File: config.mk
export PLATFORM = sky130hd
export DESIGN_NAME = ring_period_timer
export DESIGN_NICKNAME = d
export VERILOG_FILES = /design/src/rtl/rpt_pkg.sv /design/src/rtl/rpt_sync.sv /design/src/rtl/rpt_edge.sv /design/src/rtl/rpt_tick.sv /design/src/rtl/rpt_period.sv /design/src/rtl/ring_period_timer.sv
export SDC_FILE = /design/constraint.sdc
export NUM_CORES = 1
export LEC_CHECK = 0
export BUFFER_PORTS_ARGS = -buffer_cell sky130_fd_sc_hd__clkbuf_2
export CAP_MARGIN = 30
export CORE_MARGIN = 2
export CORE_UTILIZATION = 50
export DETAILED_ROUTE_END_ITERATION = 12
export GPL_ROUTABILITY_DRIVEN = 0
export PLACE_DENSITY = 0.73
export SYNTH_ARGS = -nofsm -noshare
export SYNTH_HDL_FRONTEND = slang
export SYNTH_SLANG_ARGS = --single-unit
export TNS_END_PERCENT = 30
File: constraint.sdc
create_clock -name clk_i -period 1.3 [get_ports clk_i]
set_input_delay 0.26 -clock clk_i [delete_from_list [all_inputs] [get_ports clk_i]]
set_output_delay 0.26 -clock clk_i [all_outputs]
set_load 0.01 [all_outputs]
File: src/rtl/rpt_pkg.sv
package rpt_pkg;
   localparam int NUM_CH = 2;
   localparam int CH_B   = 0;
   localparam int CH_A   = 1;

   function automatic int unsigned clog2_min1(input int unsigned v);
      return (v > 1) ? $clog2(v) : 1;
   endfunction
endpackage

File: src/rtl/rpt_sync.sv
module rpt_sync #(
   parameter int WIDTH  = 2,
   parameter int STAGES = 2
) (
   input  logic             clk_i,
   input  logic             rst_ni,
   input  logic [WIDTH-1:0] d_i,
   output logic [WIDTH-1:0] q_o
);
   initial begin
      assert (STAGES >= 1) else $fatal(1, "rpt_sync: STAGES must be at least 1");
      assert (WIDTH >= 1) else $fatal(1, "rpt_sync: WIDTH must be at least 1");
   end

   logic [WIDTH-1:0] chain_q [STAGES];

   always_ff @(posedge clk_i or negedge rst_ni) begin
      if (!rst_ni) begin
         for (int s = 0; s < STAGES; s++) chain_q[s] <= '0;
      end else begin
         chain_q[0] <= d_i;
         for (int s = 1; s < STAGES; s++) chain_q[s] <= chain_q[s-1];
      end
   end

   assign q_o = chain_q[STAGES-1];
endmodule

File: src/rtl/rpt_edge.sv
module rpt_edge #(
   parameter int WIDTH = 2
) (
   input  logic             clk_i,
   input  logic             rst_ni,
   input  logic [WIDTH-1:0] lvl_i,
   output logic [WIDTH-1:0] rise_o,
   output logic [WIDTH-1:0] fall_o
);
   logic [WIDTH-1:0] prev_q;

   always_ff @(posedge clk_i or negedge rst_ni) begin
      if (!rst_ni) prev_q <= '0;
      else         prev_q <= lvl_i;
   end

   for (genvar g = 0; g < WIDTH; g++) begin : g_bit
      assign rise_o[g] =  lvl_i[g] & ~prev_q[g];
      assign fall_o[g] = ~lvl_i[g] &  prev_q[g];
   end
endmodule

File: src/rtl/rpt_tick.sv
module rpt_tick #(
   parameter int DIV = 16
) (
   input  logic clk_i,
   input  logic rst_ni,
   input  logic restart_i,
   output logic tick_o
);
   initial begin
      assert (DIV >= 1) else $fatal(1, "rpt_tick: DIV must be at least 1");
   end

   if (DIV == 1) begin : g_pass
      assign tick_o = ~restart_i;
   end else begin : g_count
      localparam int DW = rpt_pkg::clog2_min1(DIV);
      localparam logic [DW-1:0] LAST = DW'(DIV - 1);
      logic [DW-1:0] div_q;

      always_ff @(posedge clk_i or negedge rst_ni) begin
         if (!rst_ni)              div_q <= '0;
         else if (restart_i)       div_q <= '0;
         else if (div_q == LAST)   div_q <= '0;
         else                      div_q <= div_q + 1'b1;
      end

      assign tick_o = (div_q == LAST) & ~restart_i;
   end
endmodule

File: src/rtl/rpt_period.sv
module rpt_period #(
   parameter int W = 8
) (
   input  logic         clk_i,
   input  logic         rst_ni,
   input  logic         ev_a_i,
   input  logic         ev_b_i,
   input  logic         tick_i,
   output logic [W-1:0] period_o
);
   localparam logic [W-1:0] CEIL = '1;

   initial begin
      assert (W >= 2) else $fatal(1, "rpt_period: W must be at least 2");
   end

   logic [W-1:0] cnt_q;
   logic [W-1:0] period_q;
   logic         armed_q;
   logic         mid_q;
   logic         timed_out;

   assign timed_out = (cnt_q == CEIL);

   always_ff @(posedge clk_i or negedge rst_ni) begin
      if (!rst_ni) begin
         cnt_q    <= '0;
         period_q <= CEIL;
         armed_q  <= 1'b0;
         mid_q    <= 1'b0;
      end else if (ev_b_i) begin
         if (!armed_q || timed_out) period_q <= CEIL;
         else if (mid_q)            period_q <= cnt_q;
         cnt_q   <= '0;
         armed_q <= 1'b1;
         mid_q   <= 1'b0;
      end else begin
         if (ev_a_i && armed_q)     mid_q <= 1'b1;
         if (tick_i && !timed_out)  cnt_q <= cnt_q + 1'b1;
      end
   end

   assign period_o = period_q;
endmodule

File: src/rtl/ring_period_timer.sv
module ring_period_timer #(
   parameter int SYNC_STAGES = 2,
   parameter int TICK_DIV    = 16,
   parameter int PERIOD_W    = 8
) (
   input  logic                clk_i,
   input  logic                rst_ni,
   input  logic                cmp_a_i,
   input  logic                cmp_b_i,
   output logic                irq_a_o,
   output logic                irq_b_o,
   output logic [PERIOD_W-1:0] period_o,
   output logic [1:0]          status_o
);
   import rpt_pkg::*;

   logic [NUM_CH-1:0] raw;
   logic [NUM_CH-1:0] lvl;
   logic [NUM_CH-1:0] rise;
   logic [NUM_CH-1:0] fall;
   logic              tick;

   assign raw[CH_A] = cmp_a_i;
   assign raw[CH_B] = cmp_b_i;

   rpt_sync #(.WIDTH(NUM_CH), .STAGES(SYNC_STAGES)) i_sync (
      .clk_i(clk_i), .rst_ni(rst_ni), .d_i(raw), .q_o(lvl)
   );

   rpt_edge #(.WIDTH(NUM_CH)) i_edge (
      .clk_i(clk_i), .rst_ni(rst_ni), .lvl_i(lvl), .rise_o(rise), .fall_o(fall)
   );

   rpt_tick #(.DIV(TICK_DIV)) i_tick (
      .clk_i(clk_i), .rst_ni(rst_ni), .restart_i(rise[CH_B]), .tick_o(tick)
   );

   rpt_period #(.W(PERIOD_W)) i_period (
      .clk_i(clk_i), .rst_ni(rst_ni), .ev_a_i(fall[CH_A]), .ev_b_i(rise[CH_B]),
      .tick_i(tick), .period_o(period_o)
   );

   assign irq_a_o  = fall[CH_A];
   assign irq_b_o  = rise[CH_B];
   assign status_o = {lvl[CH_A], lvl[CH_B]};
endmodule

* Word level (Yosys, flattened, before mapping)
Index checks and enable logic that the tools add are counted.
Cells by class: equality and inequality tests 2, magnitude comparators 0, mux-type cells 8, shift operators 0, $mul 0, reductions and logical operators 9, add/subtract/negate cells 2, divide/modulo/power cells 0, bitwise logic cells 6
Operators with widths (count):
- 2-to-1 mux 8 bit | 4
- adder 8 x 1 -> 8 bit, second input constant | 1
- == test 8 bit, second input constant | 1
- 2-to-1 mux 4 bit | 2
- nonzero test 2 bit | 3
- adder 4 x 1 -> 4 bit, second input constant | 1
- == test 4 bit, second input constant | 1
- AND 1 bit | 3
- inverter 1 bit | 3
- logical AND 1 bit | 2
- logical NOT 1 bit | 2
- 2-to-1 mux 1 bit | 2
- AND reduction 2 bit | 1
- logical OR 1 bit | 1
Word-level totals: latch bits 0, ROM bits 0, memory bits (writable) 0, memories 0, register bits 28, output and inout port bits 12, bits of input ports 4

* Depth between registers and ports, before layout
word-level depth 7, mapped depth 6

* Modules after synthesis
From an unflattened synthesis, not the netlist that was laid out.
Unflattened totals: cell total of the unflattened synthesis 124, area total of the unflattened synthesis 1298.7 um^2
By module, submodules not included:
- rpt_period | cells an instance 96, area each 919.6 um^2, instances 1
- rpt_tick | cells an instance 16, area each 178.9 um^2, instances 1
- rpt_sync | cells an instance 6, area each 115.1 um^2, instances 1
- rpt_edge | cells an instance 6, area each 85.1 um^2, instances 1

* Worst setup path after synthesis
Ideal clock, no wire load.
path kind register to register, start point register i_tick.g_count.div_q[0], end point register i_period.cnt_q[5], library setup time 0.080 ns, arrival time 1.338 ns, cell stages (with the launch flop) 7, slack -0.118 ns, period minus slack after synthesis 1.418 ns, data required time 1.220 ns, cell sequence dfrtp_1 > ha_1 > and3_1 > buf_6 > o21ai_4 > or3_1 > a21oi_1
On the way: longest elaborated chain between the ends 4
RTL lines:
- start: declaration | RTL line rpt_tick.sv:18 | logic [DW-1:0] div_q;
- start signal: assignment | RTL line rpt_tick.sv:24 | else div_q <= div_q + 1'b1;
- == test 4 bit | RTL line rpt_tick.sv:27 | assign tick_o = (div_q == LAST) & ~restart_i;
- AND 1 bit | RTL line rpt_tick.sv:27
- logical AND 1 bit | RTL line rpt_period.sv:39 | if (tick_i && !timed_out) cnt_q <= cnt_q + 1'b1;
- nonzero test 2 bit (no line)
- end signal: assignment | RTL line rpt_period.sv:39
- end: declaration | RTL line rpt_period.sv:17 | logic [W-1:0] cnt_q;
Every way passes these cells. A chain may end at the register's enable or synchronous reset.

* Final worst setup path
start point register i_period.cnt_q[0], end point register i_period.cnt_q[5]
On the way: longest elaborated chain between the ends 4, elaborated cells between the ends (all ways) 7
RTL lines:
- branches (longest 4 deep; another with adder 8 x 1 -> 8 bit)
Parallel ways; which one is timed is not known. The select of a mux whose other input is x is not followed.

==> impl_metrics.csv <==
group,metric,value,unit
clocking,clk_latency,0.32,ns
die,design.die.area,2920,µm²
worst_setup_path,setup.worst_path.end,"i_period.cnt_q[5]$_DFFE_PN0P_",
die,io-pin-count,16,
logic_synthesis,post_synth_top_area_share,0.400,
placed_design,preCtsSetupSlack,-0.0649,ns
worst_setup_path,worstSetupEndpointType,"flop",
global_route,grt_util_all_layers,0.204,
logic_synthesis,synth_warnings,0,
logic_synthesis,post_synth.cell_area_avg,11.0,µm²
drt,drc_violations_left,0,
power,vdd_drop_max,0.00103,V
layout,top_library_cells_by_usage_in_the_layout_fill_and_taps_aside,"20 x sky130_fd_sc_hd__dfrtp_1, 18 x sky130_fd_sc_hd__buf_4, 16 x sky130_fd_sc_hd__nor2_1",
drt,detailedRoute.firstIterationViolations,19,
clocking,path_clk_slew,0.15,ns
drt,vias,959,
logic_synthesis,synth.largest_area_cell,"sky130_fd_sc_hd__dfrtp_1",
drt,wl_per_cell,14.9,µm
timing,timing.final.crit_period,1.42,ns
run_status,outcome,"finished, violations left",
placed_design,placement.io_buffers,15,
clocking,htree_levels,1,
drt,detailedRoute.firstPassIterationCount,4,
global_route,maximum_number_of_pins_on_one_net_before_global_route_repair,16,
layout,area.growth.synth_to_final,35.4,%
layout,finish.cell_count_without_fillers,180,
power,power.leakage,0.000740,µW
clocking,ctsRootBufferMaster,"sky130_fd_sc_hd__clkbuf_4",
logic_synthesis,post_synth_num_cell_types,34,
worst_setup_path,cp_max_fo,6,
power,post-layout-total-power,2010,µW
placed_design,dp.cells,171,
timing,setup_viol_count_final,17,
power,power_density_normalized_to_cell_area,1180,nW/µm²
worst_setup_path,cp.arrival,1.67,ns
layout,antenna-diode-count,0,
global_route,grt.overflow.total,0,
run_status,violations,"negative setup slack",
logic_synthesis,synth-async-reset-ratio,1.00,
timing,worst_slew_margin_rel,0.726,
global_route,grt_pass1_wl,4200,µm
worst_setup_path,critPathRequiredTime,1.55,ns
global_route,grt_antenna_before_repair,0,
run,drv_cap,0,
logic_synthesis,dominantRegCellSynth,"sky130_fd_sc_hd__dfrtp_1",
timing,hold_violations,0,
layout,drive_above_1_share,0.447,
drt,routed_via_density,5.33,
worst_setup_path,rr_startpoint,"i_period.cnt_q[0]$_DFFE_PN0P_",
global_route,grt_pass1_vias,944,
layout,fin_nets,157,
layout,mostFrequentLayoutCell,"sky130_fd_sc_hd__dfrtp_1",
clocking,max-clock-path-buffers,2,
die,effective_utilization_at_floorplan,0.514,
logic_synthesis,mappedNetlistArea,1250,µm²
worst_setup_path,rr_worst_depth,5,
die,rows,18,
timing,fmax,0.706,GHz
worst_setup_path,criticalPathCategory,"reg -> reg",
worst_setup_path,crit_start,"i_period.cnt_q[0]$_DFFE_PN0P_",
clocking,cts_sinks,28,
logic_synthesis,synthesis.nets,120,
logic_synthesis,seq_area_frac_synth,0.569,
worst_setup_path,cp-start-kind,"flop",
worst_setup_path,reg2reg_to,"i_period.cnt_q[5]$_DFFE_PN0P_",
drt,wirelength,2690,µm
min_path,worst_hold_path_type,"in -> reg",
drt,ant_nets,0,
layout,number_of_fill_cells_in_the_layout,186,
timing,fin_skew,0.00700,ns
timing,finalCritPeriodShare,1.09,
placed_design,detailedPlacementHpwl,1750,µm
timing,grt_setup_unrepaired,"yes",
logic_synthesis,postSynthRegisterBits,28,
logic_synthesis,synthCells,114,
timing,worstMarginPinSlew,0.411,ns
logic_synthesis,synth_area_leaders,"sky130_fd_sc_hd__dfrtp_1 40%, sky130_fd_sc_hd__dfstp_2 17%, sky130_fd_sc_hd__nor2_1 5.4%",
clocking,tritoncts,"done",
die,die_h,54,µm
die,placeableCoreArea,2430,µm²
clocking,number_of_buffers_added_by_the_clock_tree_synthesis_step,3,
timing,final-max-slew-violation-count,0,
timing,timing.final.ws_setup,-0.117,ns
worst_setup_path,setup.reg_to_reg.worst_slack,-0.12,ns
die,die-width,54,µm
logic_synthesis,synth_enable_flop_cells,0,
where the power goes:
part	switching [µW]	internal, µW
sequential	96.9	1010
combinational	208	279
clock	242	171
worst max-delay path: stages (launching register included):
cell and delay, ns:
sky130_fd_sc_hd__dfrtp_1 0.41, sky130_fd_sc_hd__ha_2 0.21, sky130_fd_sc_hd__nand4_4 0.16, sky130_fd_sc_hd__o21ai_4 0.09, sky130_fd_sc_hd__or3_4 0.33, sky130_fd_sc_hd__a21oi_2 0.14
cells in the mapped netlist (2+ instances only):
master and instances:
sky130_fd_sc_hd__nor2_1 18, sky130_fd_sc_hd__dfrtp_1 20, sky130_fd_sc_hd__nor3_1 2, sky130_fd_sc_hd__xor2_1 2, sky130_fd_sc_hd__a21oi_1 7, sky130_fd_sc_hd__o21ai_0 3
sky130_fd_sc_hd__o21ai_4 2, sky130_fd_sc_hd__nand3_1 5, sky130_fd_sc_hd__buf_4 2, sky130_fd_sc_hd__nand3_2 2, sky130_fd_sc_hd__xnor2_1 2, sky130_fd_sc_hd__o22ai_1 7
sky130_fd_sc_hd__o211ai_1 2, sky130_fd_sc_hd__dfstp_2 8, sky130_fd_sc_hd__nand2_1 2, sky130_fd_sc_hd__inv_1 3, sky130_fd_sc_hd__and3_1 3, sky130_fd_sc_hd__a31oi_1 2
sky130_fd_sc_hd__nor2b_1 6, sky130_fd_sc_hd__ha_1 2
cells by family (layout without fill, tap and decap cells):
| group | after synthesis | after routing | share of synthesized area |
|---|---|---|---|
| AOI/OAI and AO/OA | 27 | 27 | 0.150 |
| xor gates and xnor gates | 4 | 4 | 0.0280 |
| adders and majority gates | 2 | 2 | 0.0200 |
| buffers and inverters | 9 | 45 | 0.0400 |
| DFF | 28 | 28 | 0.569 |
| and+or+nand+nor | 44 | 44 | 0.193 |
stage by stage:
step,hold slack (ns),area [µm²],utilization,setup TNS (ns)
6_report,0.0299,1690,0.696,-0.886
5_1_grt,0.00656,1690,0.696,-2.08
4_1_cts,0.0241,1620,0.668,-0.799
3_5_place_dp,0.200,1490,0.614,-0.238
3_3_place_gp,0.198,1490,0.614,-0.0149
2_1_floorplan,-0.0356,1260,-,-0.283
worst min-delay path by stage:
stage                     slack, ns  startpoint                     endpoint  depth (start not counted)
after floorplan               -0.04      rst_ni   i_edge.prev_q[0]$_DFF_PN0_                          0
after global placement         0.20      rst_ni   i_edge.prev_q[0]$_DFF_PN0_                          1
after detailed placement       0.20      rst_ni      i_sync.q_o[0]$_DFF_PN0_                          1
after CTS                      0.02     cmp_a_i  i_sync.chain_q[3]$_DFF_PN0_                          1
after global routing          0.007     cmp_b_i  i_sync.chain_q[2]$_DFF_PN0_                          1
final                          0.03     cmp_a_i  i_sync.chain_q[3]$_DFF_PN0_                          1
flip-flops by register name, indices dropped and copies added (netlist names):
register,cells
i_period.cnt_q,8
i_period.period_o,8
i_tick.g_count.div_q,4
i_edge.prev_q,2
i_sync.chain_q,2
i_sync.q_o,2
i_period.armed_q,1
i_period.mid_q,1
final cells by class:
| type | instances | area [µm²] | share of cell area |
|---|---|---|---|
| flip-flops and latches | 28 | 711 | 0.420 |
| clock buffers | 4 | 36.3 | 0.0214 |
| inverters | 3 | 11.3 | 0.00665 |
| repair buffers | 38 | 355 | 0.210 |
| well taps | 30 | 37.5 | 0.0222 |
| multi-input cells | 77 | 542 | 0.320 |
per-layer routing:
layer,up-vias,share of wire,global-route usage
met4,0,0.0045,0.0375
met3,2,0.030,0.0417
met1,467,0.44,0.249
met2,15,0.52,0.374
met5,-,0,0
li1,475,-,-
timing repair:
item,in CTS,in global routing
gates resized for setup,10,22
buffers inserted,3,0
pin swaps,12,3
cloned,1,0
hold buffers,1,0
endpoints found under the hold margin,8,0
setup endpoints to repair,17,26
No activity file was read; power rests on OpenSTA's default activity.
